## src/rtl/cfgld_pkg.sv

```systemverilog
`timescale 1ns/1ps
package cfgld_pkg;

    localparam int          HDR_LEN   = 7;
    localparam logic [7:0]  FILL_BYTE = 8'hFF;
    localparam logic [7:0]  PREAMBLE  = 8'h4F;
    localparam logic [7:0]  CHECK_BYTE = 8'h4B;
    localparam logic [7:0]  START_BYTE = 8'h7F;
    localparam logic [2:0]  LOAD_MODE = 3'b010;

    typedef enum logic [2:0] {
        ST_IDLE,
        ST_HDR,
        ST_FSTART,
        ST_FDATA,
        ST_FCHECK,
        ST_FULL,
        ST_DONE,
        ST_ERR
    } ldr_state_t;

    // expected header byte at a given position (bit 0 is D0)
    function automatic logic [7:0] hdr_byte(input logic [2:0] pos);
        logic [7:0] b;
        case (pos)
            3'd2:    b = PREAMBLE;
            3'd6:    b = CHECK_BYTE;
            default: b = FILL_BYTE;
        endcase
        return b;
    endfunction

endpackage

```

## src/rtl/cfgld_cnt.sv

```systemverilog
`timescale 1ns/1ps
module cfgld_cnt #(
    parameter int LIMIT = 4
) (
    input  logic clk,
    input  logic rst_n,
    input  logic step,
    output logic last
);
    generate
        if (LIMIT <= 1) begin : g_single
            assign last = 1'b1;
        end else begin : g_multi
            localparam int W = $clog2(LIMIT);
            localparam logic [W-1:0] TOP = W'(LIMIT - 1);
            logic [W-1:0] cnt;

            always_ff @(posedge clk or negedge rst_n) begin
                if (!rst_n) begin
                    cnt <= '0;
                end else if (step) begin
                    cnt <= (cnt == TOP) ? '0 : cnt + 1'b1;
                end
            end

            assign last = (cnt == TOP);
        end
    endgenerate
endmodule

```

## src/rtl/cfgld_hdr_check.sv

```systemverilog
`timescale 1ns/1ps
module cfgld_hdr_check
    import cfgld_pkg::*;
(
    input  logic       clk,
    input  logic       rst_n,
    input  logic       step,
    input  logic [7:0] data_in,
    output logic       hdr_ok,
    output logic       hdr_last
);
    localparam logic [2:0] LAST_POS = 3'(HDR_LEN - 1);

    logic [2:0] pos;

    always_ff @(posedge clk or negedge rst_n) begin
        if (!rst_n) begin
            pos <= '0;
        end else if (step) begin
            pos <= (pos == LAST_POS) ? '0 : pos + 1'b1;
        end
    end

    assign hdr_ok   = (data_in == hdr_byte(pos));
    assign hdr_last = (pos == LAST_POS);
endmodule

```

## src/rtl/cfgld_frame_out.sv

```systemverilog
`timescale 1ns/1ps
module cfgld_frame_out #(
    parameter int DW = 8
) (
    input  logic          clk,
    input  logic          rst_n,
    input  logic          take,
    input  logic [DW-1:0] byte_in,
    output logic [DW-1:0] frame_byte,
    output logic          frame_valid
);
    always_ff @(posedge clk or negedge rst_n) begin
        if (!rst_n) begin
            frame_byte  <= '0;
            frame_valid <= 1'b0;
        end else begin
            frame_valid <= take;
            if (take) begin
                frame_byte <= byte_in;
            end
        end
    end
endmodule

```

## src/rtl/cfgld_fsm.sv

```systemverilog
`timescale 1ns/1ps
module cfgld_fsm
    import cfgld_pkg::*;
(
    input  logic       clk,
    input  logic       rst_n,
    input  logic       mode_ok,
    input  logic       cs_in,
    input  logic [7:0] data_in,
    input  logic       hdr_ok,
    input  logic       hdr_last,
    input  logic       byte_last,
    input  logic       frame_last,
    input  logic       su_last,
    output logic       hdr_step,
    output logic       data_step,
    output logic       frame_step,
    output logic       su_step,
    output logic       chain_out,
    output logic       init_n,
    output logic       done
);
    ldr_state_t state, nxt;

    // state register
    always_ff @(posedge clk or negedge rst_n) begin
        if (!rst_n) begin
            state <= ST_IDLE;
        end else begin
            state <= nxt;
        end
    end

    // transitions and counter steps
    always_comb begin
        nxt        = state;
        hdr_step   = 1'b0;
        data_step  = 1'b0;
        frame_step = 1'b0;
        su_step    = 1'b0;
        unique case (state)
            ST_IDLE: begin
                if (mode_ok) nxt = ST_HDR;
            end
            ST_HDR: begin
                hdr_step = 1'b1;
                if (!hdr_ok)       nxt = ST_ERR;
                else if (hdr_last) nxt = ST_FSTART;
            end
            ST_FSTART: begin
                if (cs_in) nxt = (data_in == START_BYTE) ? ST_FDATA : ST_ERR;
            end
            ST_FDATA: begin
                if (cs_in) begin
                    data_step = 1'b1;
                    if (byte_last) nxt = ST_FCHECK;
                end
            end
            ST_FCHECK: begin
                if (cs_in) begin
                    if (data_in == CHECK_BYTE) begin
                        frame_step = 1'b1;
                        nxt = frame_last ? ST_FULL : ST_FSTART;
                    end else begin
                        nxt = ST_ERR;
                    end
                end
            end
            ST_FULL: begin
                su_step = 1'b1;
                if (su_last) nxt = ST_DONE;
            end
            ST_DONE: begin
                nxt = ST_DONE;
            end
            ST_ERR: begin
                nxt = ST_ERR;
            end
            default: nxt = ST_IDLE;
        endcase
    end

    // outputs decoded from the state register
    always_comb begin
        chain_out = 1'b0;
        init_n    = 1'b1;
        done      = 1'b0;
        unique case (state)
            ST_IDLE, ST_HDR: chain_out = 1'b1;
            ST_FSTART, ST_FDATA, ST_FCHECK: chain_out = 1'b0;
            ST_FULL:   chain_out = 1'b1;
            ST_DONE: begin
                chain_out = 1'b1;
                done      = 1'b1;
            end
            ST_ERR:    init_n = 1'b0;
            default:   chain_out = 1'b1;
        endcase
    end
endmodule

```

## src/rtl/bytecfg_loader.sv

```systemverilog
`timescale 1ns/1ps
module bytecfg_loader
    import cfgld_pkg::*;
#(
    parameter int FRAME_BYTES    = 4,
    parameter int NUM_FRAMES     = 2,
    parameter int STARTUP_CYCLES = 6
) (
    input  logic       cfg_clk,
    input  logic       prog_n,
    input  logic [2:0] mode_sel,
    input  logic       cs_in,
    input  logic [7:0] data_in,
    output logic [7:0] frame_byte,
    output logic       frame_valid,
    output logic       chain_out,
    output logic       init_n,
    output logic       done
);
    logic mode_ok;
    logic hdr_ok, hdr_last, byte_last, frame_last, su_last;
    logic hdr_step, data_step, frame_step, su_step;

    assign mode_ok = (mode_sel == LOAD_MODE);

    cfgld_hdr_check hdr_i (
        .clk      (cfg_clk),
        .rst_n    (prog_n),
        .step     (hdr_step),
        .data_in  (data_in),
        .hdr_ok   (hdr_ok),
        .hdr_last (hdr_last)
    );

    cfgld_cnt #(.LIMIT(FRAME_BYTES)) byte_cnt_i (
        .clk   (cfg_clk),
        .rst_n (prog_n),
        .step  (data_step),
        .last  (byte_last)
    );

    cfgld_cnt #(.LIMIT(NUM_FRAMES)) frame_cnt_i (
        .clk   (cfg_clk),
        .rst_n (prog_n),
        .step  (frame_step),
        .last  (frame_last)
    );

    cfgld_cnt #(.LIMIT(STARTUP_CYCLES)) su_cnt_i (
        .clk   (cfg_clk),
        .rst_n (prog_n),
        .step  (su_step),
        .last  (su_last)
    );

    cfgld_fsm fsm_i (
        .clk        (cfg_clk),
        .rst_n      (prog_n),
        .mode_ok    (mode_ok),
        .cs_in      (cs_in),
        .data_in    (data_in),
        .hdr_ok     (hdr_ok),
        .hdr_last   (hdr_last),
        .byte_last  (byte_last),
        .frame_last (frame_last),
        .su_last    (su_last),
        .hdr_step   (hdr_step),
        .data_step  (data_step),
        .frame_step (frame_step),
        .su_step    (su_step),
        .chain_out  (chain_out),
        .init_n     (init_n),
        .done       (done)
    );

    cfgld_frame_out #(.DW(8)) out_i (
        .clk         (cfg_clk),
        .rst_n       (prog_n),
        .take        (data_step),
        .byte_in     (data_in),
        .frame_byte  (frame_byte),
        .frame_valid (frame_valid)
    );
endmodule

```

## config.mk

```make
export PLATFORM = sky130hd
export DESIGN_NAME = bytecfg_loader
export DESIGN_NICKNAME = d
export VERILOG_FILES = /design/src/rtl/cfgld_pkg.sv /design/src/rtl/cfgld_cnt.sv /design/src/rtl/cfgld_hdr_check.sv /design/src/rtl/cfgld_frame_out.sv /design/src/rtl/cfgld_fsm.sv /design/src/rtl/bytecfg_loader.sv
export SDC_FILE = /design/constraint.sdc
export NUM_CORES = 1
export LEC_CHECK = 0
export BUFFER_PORTS_ARGS = -buffer_cell sky130_fd_sc_hd__buf_2
export CAP_MARGIN = 20
export CORE_UTILIZATION = 59
export CTS_BUF_LIST = sky130_fd_sc_hd__clkbuf_4
export DETAILED_ROUTE_END_ITERATION = 7
export GPL_TIMING_DRIVEN = 0
export HOLD_SLACK_MARGIN = 0.06
export PLACE_DENSITY = 0.95
export SKIP_CTS_REPAIR_TIMING = 1
export SLEW_MARGIN = 20
export SYNTH_ARGS = -nofsm -noshare
export SYNTH_HDL_FRONTEND = slang
export SYNTH_SLANG_ARGS = --single-unit
export TNS_END_PERCENT = 30
```

## constraint.sdc

```tcl
create_clock -name cfg_clk -period 2.7 [get_ports cfg_clk]
set_clock_uncertainty 0.05 [all_clocks]
set_input_delay 0.27 -clock cfg_clk [delete_from_list [all_inputs] [get_ports cfg_clk]]
set_output_delay 0.27 -clock cfg_clk [all_outputs]
set_load 0.03 [all_outputs]
```

==> metrics.txt <==
status=complete, no violations; gr ovfl total=0; register bit total from synthesis=21; CP endpoint kind=flip-flop; Critical Path AT=2.22 ns; Unique masters post-synth=39; overall routing resource usage=0.2581; Slew @ Worst Pin=0.6238 ns; placer congestion estimate=0.8876; Die X=45.37 µm; initial antenna violation count=0; Top Ports=26; Startpoint Class=flip-flop; Synth Instances=109; DIE AREA=2058 µm²; fillers=119; Clock Latency Late Sink=0.31 ns; setup_tns=0 ns; via count=948; # diodes=0; sequential share of the synthesized area=0.4735; Lkg Pwr=0.6688 nW; first-pass GRT wire length=3801 µm; ANT nets after route=0; Synth Cell Area=1110 µm²; Final setup viols=0; critical path required time=2.84 ns; syn_nets=124; TritonCTS clock tree=done; P per Cell Area=471.0 nW/µm²; DR WL/cell=13.83 µm; Mapped Avg Cell Area=10.18 µm²; CTS root buf=clkbuf_4; RSZ-0062 raised after global routing=false; Fin. Hold Viols=0; final slew viol count=0; Tmin final=2.081 ns; DR vias/cell=5.780; hpwl dp=1631 µm; Yosys warnings=0; Crit Path Category=flip-flop to flip-flop; row cnt=15; Max clock buf depth=2; largest net degree at the start of global routing=22; share of layout cells above drive strength 1=0.3022; period utilization=0.7708; Die Ht=45.37 µm; final core occ=0.7484; vias in the first global route=856; Max IR drop VDD=0.3282 mV; DRC=0; count of input and output buffers=25; Clock Sinks=21; Initial DRC Count=32; nets=155; worst-path fanout max=10; Max Cap Viol=0; number of CTS-inserted buffers=3; drt pass-1 iters=4; max frequency=480.5 MHz; hold crit path type=primary input to flip-flop; register clock-pin slew on the reported worst setup and hold paths=0.12 ns; Initial Util=0.6358; Total Routed Length=2268 µm; # H-tree levels=1; core area=1745 µm²; Slew HR=0.5832; Layout area overhead=17.70%
[through the flow]
stage | power (mW) | hold WS [ns] | std cells | worst slack (ns) | area [µm²]
after detailed placement | 0.4592 | 0.1945 | 159 | 0.6698 | 1266
after floorplan | 0.4142 | -0.07559 | 109 | 0.8415 | 1110
final | 0.6152 | 0.1623 | 164 | 0.6188 | 1306
after global routing | 0.6367 | 0.1728 | 164 | 0.4243 | 1306
after CTS | 0.6140 | -0.1410 | 163 | 0.6477 | 1296
after global placement | 0.4547 | 0.1872 | 159 | 0.7505 | 1266
[cell usage after synthesis]
library cell | n | area share
o32a_1 | 1 | 0.0090
inv_1 | 4 | 0.014
or3_1 | 1 | 0.0056
o41ai_1 | 1 | 0.0079
nor2b_1 | 1 | 0.0056
o211ai_2 | 1 | 0.011
o31a_1 | 2 | 0.016
nand2b_1 | 4 | 0.023
or4_1 | 1 | 0.0068
nor4_1 | 1 | 0.0056
mux2_2 | 9 | 0.091
ha_1 | 1 | 0.011
clkbuf_1 | 3 | 0.010
o31ai_1 | 1 | 0.0068
mux2i_1 | 1 | 0.0090
and3b_1 | 1 | 0.0079
a21oi_1 | 2 | 0.0090
dfrtp_1 | 21 | 0.47
a32oi_1 | 1 | 0.0079
nor3b_1 | 1 | 0.0068
xor2_1 | 2 | 0.016
or3b_2 | 1 | 0.0079
a211o_1 | 1 | 0.0079
nor3_1 | 3 | 0.014
nand3b_1 | 2 | 0.014
nand4b_1 | 1 | 0.0079
nand3_1 | 2 | 0.0090
nand4_1 | 3 | 0.017
and4_1 | 1 | 0.0079
buf_6 | 1 | 0.010
xnor2_1 | 2 | 0.016
and3_1 | 1 | 0.0056
o21ai_0 | 9 | 0.041
a21o_1 | 2 | 0.014
and2_1 | 1 | 0.0056
buf_2 | 1 | 0.0045
or4b_1 | 1 | 0.0090
nand2_1 | 11 | 0.037
nor2_1 | 6 | 0.020
[power breakdown]
group | internal [mW] | leakage (nW) | switching (mW)
clock | 0.0677 | 0.0184 | 0.0931
sequential | 0.327 | 0.276 | 0.00954
combinational | 0.0399 | 0.374 | 0.0775
[cells by family after synthesis]
logic type	after synthesis	share of synthesized area
xor+xnor	4	0.03157
buf+inv	9	0.03832
compound gates	21	0.1297
simple gates	43	0.2154
fa+ha+maj	1	0.01127
mux	10	0.1003
flops	21	0.4735
[cells in the final DEF, fill, tap and decap left out, drive strengths merged, types with 2 or more instances in the layout]
| master | count |
|---|---|
| a21oi | 2 |
| buf | 27 |
| mux2 | 9 |
| a21o | 2 |
| dfrtp | 21 |
| o31a | 2 |
| xor2 | 2 |
| nand3 | 2 |
| inv | 4 |
| clkbuf | 7 |
| nand4 | 3 |
| nand2b | 4 |
| nor2 | 6 |
| nand2 | 11 |
| o21ai | 9 |
| xnor2 | 2 |
| nor3 | 3 |
| nand3b | 2 |
[state kept, by name, indices dropped and copies added (netlist names)]
signal / cells
fsm_i.state: 3
byte_cnt_i.g_multi.cnt: 2
su_cnt_i.g_multi.cnt: 3
out_i.frame_byte: 8
frame_cnt_i.last: 1
hdr_i.pos: 3
out_i.frame_valid: 1
[layer usage]
metal | up-vias | share of wire | global-route usage
met2 | 46 | 0.48 | 0.4087
met4 | 0 | 0.038 | 0.1394
li1 | 456 | - | -
met1 | 433 | 0.43 | 0.3438
met5 | - | 0 | 0
met3 | 13 | 0.054 | 0.03571
[layout make-up]
cell class,count,area [µm²],area share
tap,25,31.28,0.02395
buffer,5,27.53,0.02107
sequential,21,525.5,0.4023
timing repair buffer,26,135.1,0.1034
clock buffer,4,30.03,0.02299
inverter,4,15.01,0.01149
multi-input combinational,79,541.8,0.4148
[worst max-delay path: stages, from the launching register on]
cell and delay, ns:
dfrtp_1 0.38, buf_2 0.17, nor3b_1 0.55, nand4_1 0.27
o211ai_2 0.28, o21ai_0 0.14, o31a_1 0.12
[path summary, 6_finish.rpt]
check                      cells after the start                                     to                             from  slack, ns
max                                            6             fsm_i.state[1]$_DFFE_PN0P_       fsm_i.state[1]$_DFFE_PN0P_       0.62
min reg2reg                                    1        out_i.frame_byte[4]$_DFFE_PN0P_  out_i.frame_byte[4]$_DFFE_PN0P_       0.46
min in group asynchronous                      2               hdr_i.pos[2]$_DFFE_PN0N_                           prog_n       0.38
max in group asynchronous                      2  byte_cnt_i.g_multi.cnt[1]$_DFFE_PN0P_                           prog_n       1.90
min                                            2        out_i.frame_byte[1]$_DFFE_PN0P_                       data_in[1]       0.16
max reg2reg                                    6             fsm_i.state[1]$_DFFE_PN0P_       fsm_i.state[1]$_DFFE_PN0P_       0.62
Note: power is estimated with default switching activity, not from simulation.
